===== config.mk =====
export PLATFORM = sky130hd
export DESIGN_NAME = irq_ctrl
export DESIGN_NICKNAME = d
export VERILOG_FILES = /design/src/rtl/irq_pkg.sv /design/src/rtl/irq_edge_detect.sv /design/src/rtl/irq_periph_bank.sv /design/src/rtl/irq_ctrl.sv
export SDC_FILE = /design/constraint.sdc
export NUM_CORES = 1
export LEC_CHECK = 0
export CAP_MARGIN = 40
export CORE_MARGIN = 3
export CORE_UTILIZATION = 40
export DETAILED_ROUTE_END_ITERATION = 8
export GPL_ROUTABILITY_DRIVEN = 0
export PLACE_DENSITY = 0.66
export SYNTH_ARGS = -nofsm -noshare
export SYNTH_HDL_FRONTEND = slang
export SYNTH_HIERARCHICAL = 1
export SYNTH_SLANG_ARGS = --single-unit

===== constraint.sdc =====
create_clock -name clk -period 3.45 [get_ports clk]
set_input_delay 0.69 -clock clk [delete_from_list [all_inputs] [get_ports clk]]
set_output_delay 0.69 -clock clk [all_outputs]
set_load 0.01 [all_outputs]

===== src/rtl/irq_pkg.sv =====
package irq_pkg;

    localparam int DATA_W  = 8;
    localparam int SEL_W   = 3;
    localparam int PC_W    = 13;
    localparam int MAX_PER = 16;

    typedef enum logic [SEL_W-1:0] {
        SEL_CTRL    = 3'd0,
        SEL_PFLG_LO = 3'd1,
        SEL_PFLG_HI = 3'd2,
        SEL_PEN_LO  = 3'd3,
        SEL_PEN_HI  = 3'd4
    } reg_sel_e;

    // control register, MSB first
    typedef struct packed {
        logic gie;
        logic pge;
        logic tmr_en;
        logic ext_en;
        logic chg_en;
        logic tmr_f;
        logic ext_f;
        logic chg_f;
    } ctrl_t;

    // sticky flag: write may clear, event always sets
    function automatic logic sticky_next(logic cur, logic wr, logic wbit, logic evt);
        return (wr ? wbit : cur) | evt;
    endfunction

    // global enable priority: acknowledge, then return, then software
    function automatic logic gie_next(logic cur, logic ack, logic ret, logic wr, logic wbit);
        if (ack)      return 1'b0;
        else if (ret) return 1'b1;
        else if (wr)  return wbit;
        else          return cur;
    endfunction

endpackage


===== src/rtl/irq_edge_detect.sv =====
module irq_edge_detect #(
    parameter int SYNC_STAGES = 2
) (
    input  logic clk,
    input  logic rst,
    input  logic pin_in,
    output logic rise_o
);
    logic [SYNC_STAGES-1:0] sync_q;
    logic                   prev_q;

    always_ff @(posedge clk) begin
        if (rst) begin
            sync_q <= '0;
            prev_q <= 1'b0;
        end else begin
            sync_q <= {sync_q[SYNC_STAGES-2:0], pin_in};
            prev_q <= sync_q[SYNC_STAGES-1];
        end
    end

    assign rise_o = sync_q[SYNC_STAGES-1] & ~prev_q;
endmodule


===== src/rtl/irq_periph_bank.sv =====
module irq_periph_bank
    import irq_pkg::*;
#(
    parameter int NUM_SRC = 16
) (
    input  logic               clk,
    input  logic               rst,
    input  logic [MAX_PER-1:0] evt,
    input  logic [1:0]         flag_wr,
    input  logic [1:0]         en_wr,
    input  logic [DATA_W-1:0]  wdata,
    output logic [MAX_PER-1:0] flags_o,
    output logic [MAX_PER-1:0] ens_o,
    output logic               pend_o
);
    for (genvar b = 0; b < MAX_PER; b++) begin : g_bit
        if (b < NUM_SRC) begin : g_live
            logic flag_q, en_q;
            always_ff @(posedge clk) begin
                if (rst) begin
                    flag_q <= 1'b0;
                    en_q   <= 1'b0;
                end else begin
                    flag_q <= sticky_next(flag_q, flag_wr[b/DATA_W], wdata[b%DATA_W], evt[b]);
                    if (en_wr[b/DATA_W]) en_q <= wdata[b%DATA_W];
                end
            end
            assign flags_o[b] = flag_q;
            assign ens_o[b]   = en_q;
        end else begin : g_tie
            assign flags_o[b] = 1'b0;
            assign ens_o[b]   = 1'b0;
        end
    end

    assign pend_o = |(flags_o & ens_o);
endmodule


===== src/rtl/irq_ctrl.sv =====
module irq_ctrl
    import irq_pkg::*;
#(
    parameter int              NUM_PERIPH  = 16,
    parameter int              SYNC_STAGES = 2,
    parameter logic [PC_W-1:0] VECTOR_ADDR = 13'h0004
) (
    input  logic               clk,
    input  logic               rst,
    input  logic               ext_pin,
    input  logic               port_chg,
    input  logic               tmr_ovf,
    input  logic [MAX_PER-1:0] periph_evt,
    input  logic [SEL_W-1:0]   reg_sel,
    input  logic               reg_wr,
    input  logic [DATA_W-1:0]  reg_wdata,
    output logic [DATA_W-1:0]  reg_rdata,
    output logic               irq_req,
    output logic [PC_W-1:0]    irq_vector,
    input  logic               irq_ack,
    input  logic               irq_ret
);
    ctrl_t              ctrl_q, ctrl_d, wctrl;
    logic               ext_rise;
    logic               wr_ctrl;
    logic [1:0]         pflag_wr, pen_wr;
    logic [MAX_PER-1:0] pflag, pen;
    logic               per_pend, core_pend;
    logic               irq_req_q;
    logic               gie_w;
    logic [2:0]         core_flags_w;

    irq_edge_detect #(.SYNC_STAGES(SYNC_STAGES)) u_edge (
        .clk    (clk),
        .rst    (rst),
        .pin_in (ext_pin),
        .rise_o (ext_rise)
    );

    always_comb begin
        wr_ctrl  = reg_wr && (reg_sel == SEL_CTRL);
        pflag_wr = {reg_wr && (reg_sel == SEL_PFLG_HI), reg_wr && (reg_sel == SEL_PFLG_LO)};
        pen_wr   = {reg_wr && (reg_sel == SEL_PEN_HI),  reg_wr && (reg_sel == SEL_PEN_LO)};
    end

    irq_periph_bank #(.NUM_SRC(NUM_PERIPH)) u_bank (
        .clk     (clk),
        .rst     (rst),
        .evt     (periph_evt),
        .flag_wr (pflag_wr),
        .en_wr   (pen_wr),
        .wdata   (reg_wdata),
        .flags_o (pflag),
        .ens_o   (pen),
        .pend_o  (per_pend)
    );

    assign wctrl = ctrl_t'(reg_wdata);

    always_comb begin
        ctrl_d        = ctrl_q;
        if (wr_ctrl) begin
            ctrl_d.pge    = wctrl.pge;
            ctrl_d.tmr_en = wctrl.tmr_en;
            ctrl_d.ext_en = wctrl.ext_en;
            ctrl_d.chg_en = wctrl.chg_en;
        end
        ctrl_d.tmr_f = sticky_next(ctrl_q.tmr_f, wr_ctrl, wctrl.tmr_f, tmr_ovf);
        ctrl_d.ext_f = sticky_next(ctrl_q.ext_f, wr_ctrl, wctrl.ext_f, ext_rise);
        ctrl_d.chg_f = sticky_next(ctrl_q.chg_f, wr_ctrl, wctrl.chg_f, port_chg);
        ctrl_d.gie   = gie_next(ctrl_q.gie, irq_ack, irq_ret, wr_ctrl, wctrl.gie);
    end

    assign core_pend = (ctrl_q.tmr_f & ctrl_q.tmr_en)
                     | (ctrl_q.ext_f & ctrl_q.ext_en)
                     | (ctrl_q.chg_f & ctrl_q.chg_en);

    always_ff @(posedge clk) begin
        if (rst) begin
            ctrl_q    <= '0;
            irq_req_q <= 1'b0;
        end else begin
            ctrl_q    <= ctrl_d;
            irq_req_q <= !irq_ack && ctrl_q.gie && (core_pend || (ctrl_q.pge && per_pend));
        end
    end

    always_comb begin
        case (reg_sel)
            SEL_CTRL:    reg_rdata = ctrl_q;
            SEL_PFLG_LO: reg_rdata = pflag[7:0];
            SEL_PFLG_HI: reg_rdata = pflag[15:8];
            SEL_PEN_LO:  reg_rdata = pen[7:0];
            SEL_PEN_HI:  reg_rdata = pen[15:8];
            default:     reg_rdata = '0;
        endcase
    end

    assign irq_req      = irq_req_q;
    assign irq_vector   = VECTOR_ADDR;
    assign gie_w        = ctrl_q.gie;
    assign core_flags_w = {ctrl_q.tmr_f, ctrl_q.ext_f, ctrl_q.chg_f};
endmodule


==> impl_metrics.tcl <==
set metrics [dict create \
    post_cts_resize_count 0 \
    hpwl_um 3994 \
    synthXorXnorAreaFrac 0 \
    synth_cell_types 29 \
    clock_path_buffers 2 \
    grt_max_degree 45 \
    pwr_density_cell_nw_per_um2 407.7 \
    fin_tns_setup_ps 0 \
    yosys-top-cells-area "dfxtp_1 35%, buf_4 14%, mux2i_1 8.9%" \
    drt_iter0_drc 125 \
    post-cts-setup-buffers 0 \
    io_pins 57 \
    antenna_found_initial 0 \
    dieArea_um2 7194 \
    path_clk_slew_ps 70 \
    cap_violations 0 \
    synthSimpleGateAreaFrac 0.1687 \
    cpMaxStageDelayCell "clkdlybuf4s50_1" \
    async_flop_share 0 \
    dr.pass1.iters 4 \
    synth-compound-area-share 0.1782 \
    path_cells "clkdlybuf4s50_1, buf_4, mux2_2, a22oi_1, o22ai_1, clkdlybuf4s50_1" \
    core_um2 5956 \
    synth-adder-area-share 0 \
    cp_max_fo 8 \
    viasPerCell 5.149 \
    drt-total-wl_um 5456 \
    rrSetupSlack_ps 1920 \
    grt-ovfl-total 0 \
    synth_top_area_cell "dfxtp_1" \
    die_h_um 84.82 \
    final_nets 321 \
    report.final.hold_viol_count 0 \
    rsz0062_at_grt "false" \
    worstMarginPinSlew_ps 616.7 \
    p_leak_nw 1.051 \
    regArea_um2 880.8 \
    slew_headroom 0.5889 \
    yosysSeqAreaShare 0.3545 \
    p_total_mw 1.167 \
    synthCells 270 \
    cp.required_ps 2760 \
    drcViolationCount 0 \
    period_minus_slack_ps 3231 \
    fin_crit_sh 0.9367 \
    area_growth_pct 15.16 \
    whs_path_depth 1 \
    drive_gt1_frac 0.1568 \
    syn_avg_cell_area_um2 9.203 \
    setup_viol 0 \
    holdPathEnd "u_edge/sync_q[1]$_SDFF_PP0_" \
    hold_slack_ps 440.9 \
    root_buffer "clkbuf_8" \
    finalMaxSlewViolations 0 \
    synth_commonest_cells "45 x buf_4, 44 x dfxtp_1, 43 x nor2_1" \
    worstRegToRegCells 5 \
    fin_worst_skew_ps 12.92 \
    min_path_type "flop to flop" \
    cp_slowest_stage_delay_ps 560 \
    htree_num_levels 2 \
    yosys_warnings 6 \
    netlist_area_um2 2485 \
    cts_hold_buf 0 \
    path_class "input port to primary output" \
    tritoncts "done" \
    port_buffers 43 \
    clock_sinks 44 \
    synth.most_common_cell "buf_4" \
    clock_latency_ps 300 \
    start_util 0.4172 \
    hold_start "u_edge/sync_q[0]$_SDFF_PP0_" \
    ant_nets 0 \
    muxShareOfSynthArea 0.1203 \
    crit_arrival_ps 2540 \
    clock.fmax_mhz 309.5 \
    ys_ff_latch 44 \
    grt_pass1_vias 1698 \
    synth_edf_count 0 \
    vias 1864 \
    antenna_cells 0 \
    rows 28 \
    wire_per_inst_um 15.07 \
    groute.usage.overall 0.1536 \
    status "finished clean" \
    synth_top_family_by_area "compound AO/OA/AOI/OAI gates" \
    vdd_drop_max_v 0.0002073 \
    synth_top_area_frac 0.3545 \
    fp.dieW_um 84.82 \
    r2r-end "irq_req$_SDFF_PP0_" \
    r2r-start "u_bank/g_bit[2].g_live.flag_q$_SDFF_PP0_" \
    endpoint_kind "primary output" \
    multi_input_area_um2 1210 \
    cpMostUsedCell "clkdlybuf4s50_1" \
    grt_pass1_wl_um 8797 \
    numCtsBuffers 5 \
    final.fill_count 592 \
    worstSetupStartpointType "input port" \
    synthFlopType "dfxtp_1" \
]
==> state kept, by name, indices dropped and copies added (netlist names) <==
| register | count |
|---|---|
| core_flags_w | 3 |
| ctrl_q | 4 |
| gie_w | 1 |
| irq_req | 1 |
| u_bank/g_bit.g_live.en_q | 16 |
| u_bank/g_bit.g_live.flag_q | 16 |
| u_edge/prev_q | 1 |
| u_edge/sync_q | 2 |
==> where the power goes <==
part	total, mW	switching (mW)	internal, mW
logic	0.184	0.0844	0.0995
registers	0.551	0.0191	0.532
clock network	0.432	0.176	0.256
total	1.17	0.280	0.887
==> cell type report <==
| cell class | count | share of cell area |
|---|---|---|
| well taps | 75 | 0.03279 |
| repair buffers | 59 | 0.1924 |
| multi-input cells | 176 | 0.4228 |
| flip-flops and latches | 44 | 0.3078 |
| clock inverters | 1 | 0.01049 |
| clock buffers | 7 | 0.03367 |
==> worst max-delay path, delay by kind of cell <==
family / cells / cell delay (ps)
buf+inv: 3 / 1250
compound gates: 2 / 270
mux: 1 / 340
==> through the flow <==
step / area (µm²) / instances / utilization / setup slack (ps)
finish: 2861 / 362 / 0.4805 / 218.5
global route: 2861 / 362 / 0.4805 / 124.4
CTS: 2861 / 362 / 0.4805 / 193.6
detailed placement: 2735 / 354 / 0.4592 / 208.0
global placement: 2735 / 354 / 0.4592 / 217.7
floorplan: 2526 / 281 / - / 1161
==> cells by family (layout without fill, tap and decap cells) <==
group,count (synthesis),in the layout
AOI/OAI and AO/OA,54,54
buffers and inverters,61,67
DFF,44,44
muxes,29,29
other,2,13
and+or+nand+nor,80,80
==> layout by cell type (no fill, tap or decap), drive strengths merged, types with 3 or more instances in the layout <==
cell type and instances:
a22oi 11, clkbuf 7, nor3b 3, clkdlybuf4s50 43, buf 16, a221oi 5
mux2 7, nor2 43, a211oi 19, conb 13, dfxtp 44, mux2i 22
o22ai 7, nor3 4, a21oi 3, nor2b 23, a22o 5
==> how the worst max path moves through the flow <==
stage	from	to	slack (ps)	cells after the start
finish	reg_sel[0]	reg_rdata[4]	220	6
global route	reg_sel[0]	reg_rdata[0]	120	7
CTS	reg_sel[0]	reg_rdata[1]	190	6
detailed placement	reg_sel[0]	reg_rdata[1]	210	6
global placement	reg_sel[0]	reg_rdata[7]	220	5
floorplan	reg_sel[0]	reg_rdata[4]	1160	5
==> layer usage <==
layer	up-vias	GRT usage	wire (µm)
met3	4	0.03592	296
li1	925	-	-
met5	-	0	0
met4	0	0.03022	36
met1	885	0.2101	2603
met2	50	0.2498	2520
Note: power is estimated with default switching activity, not from simulation.
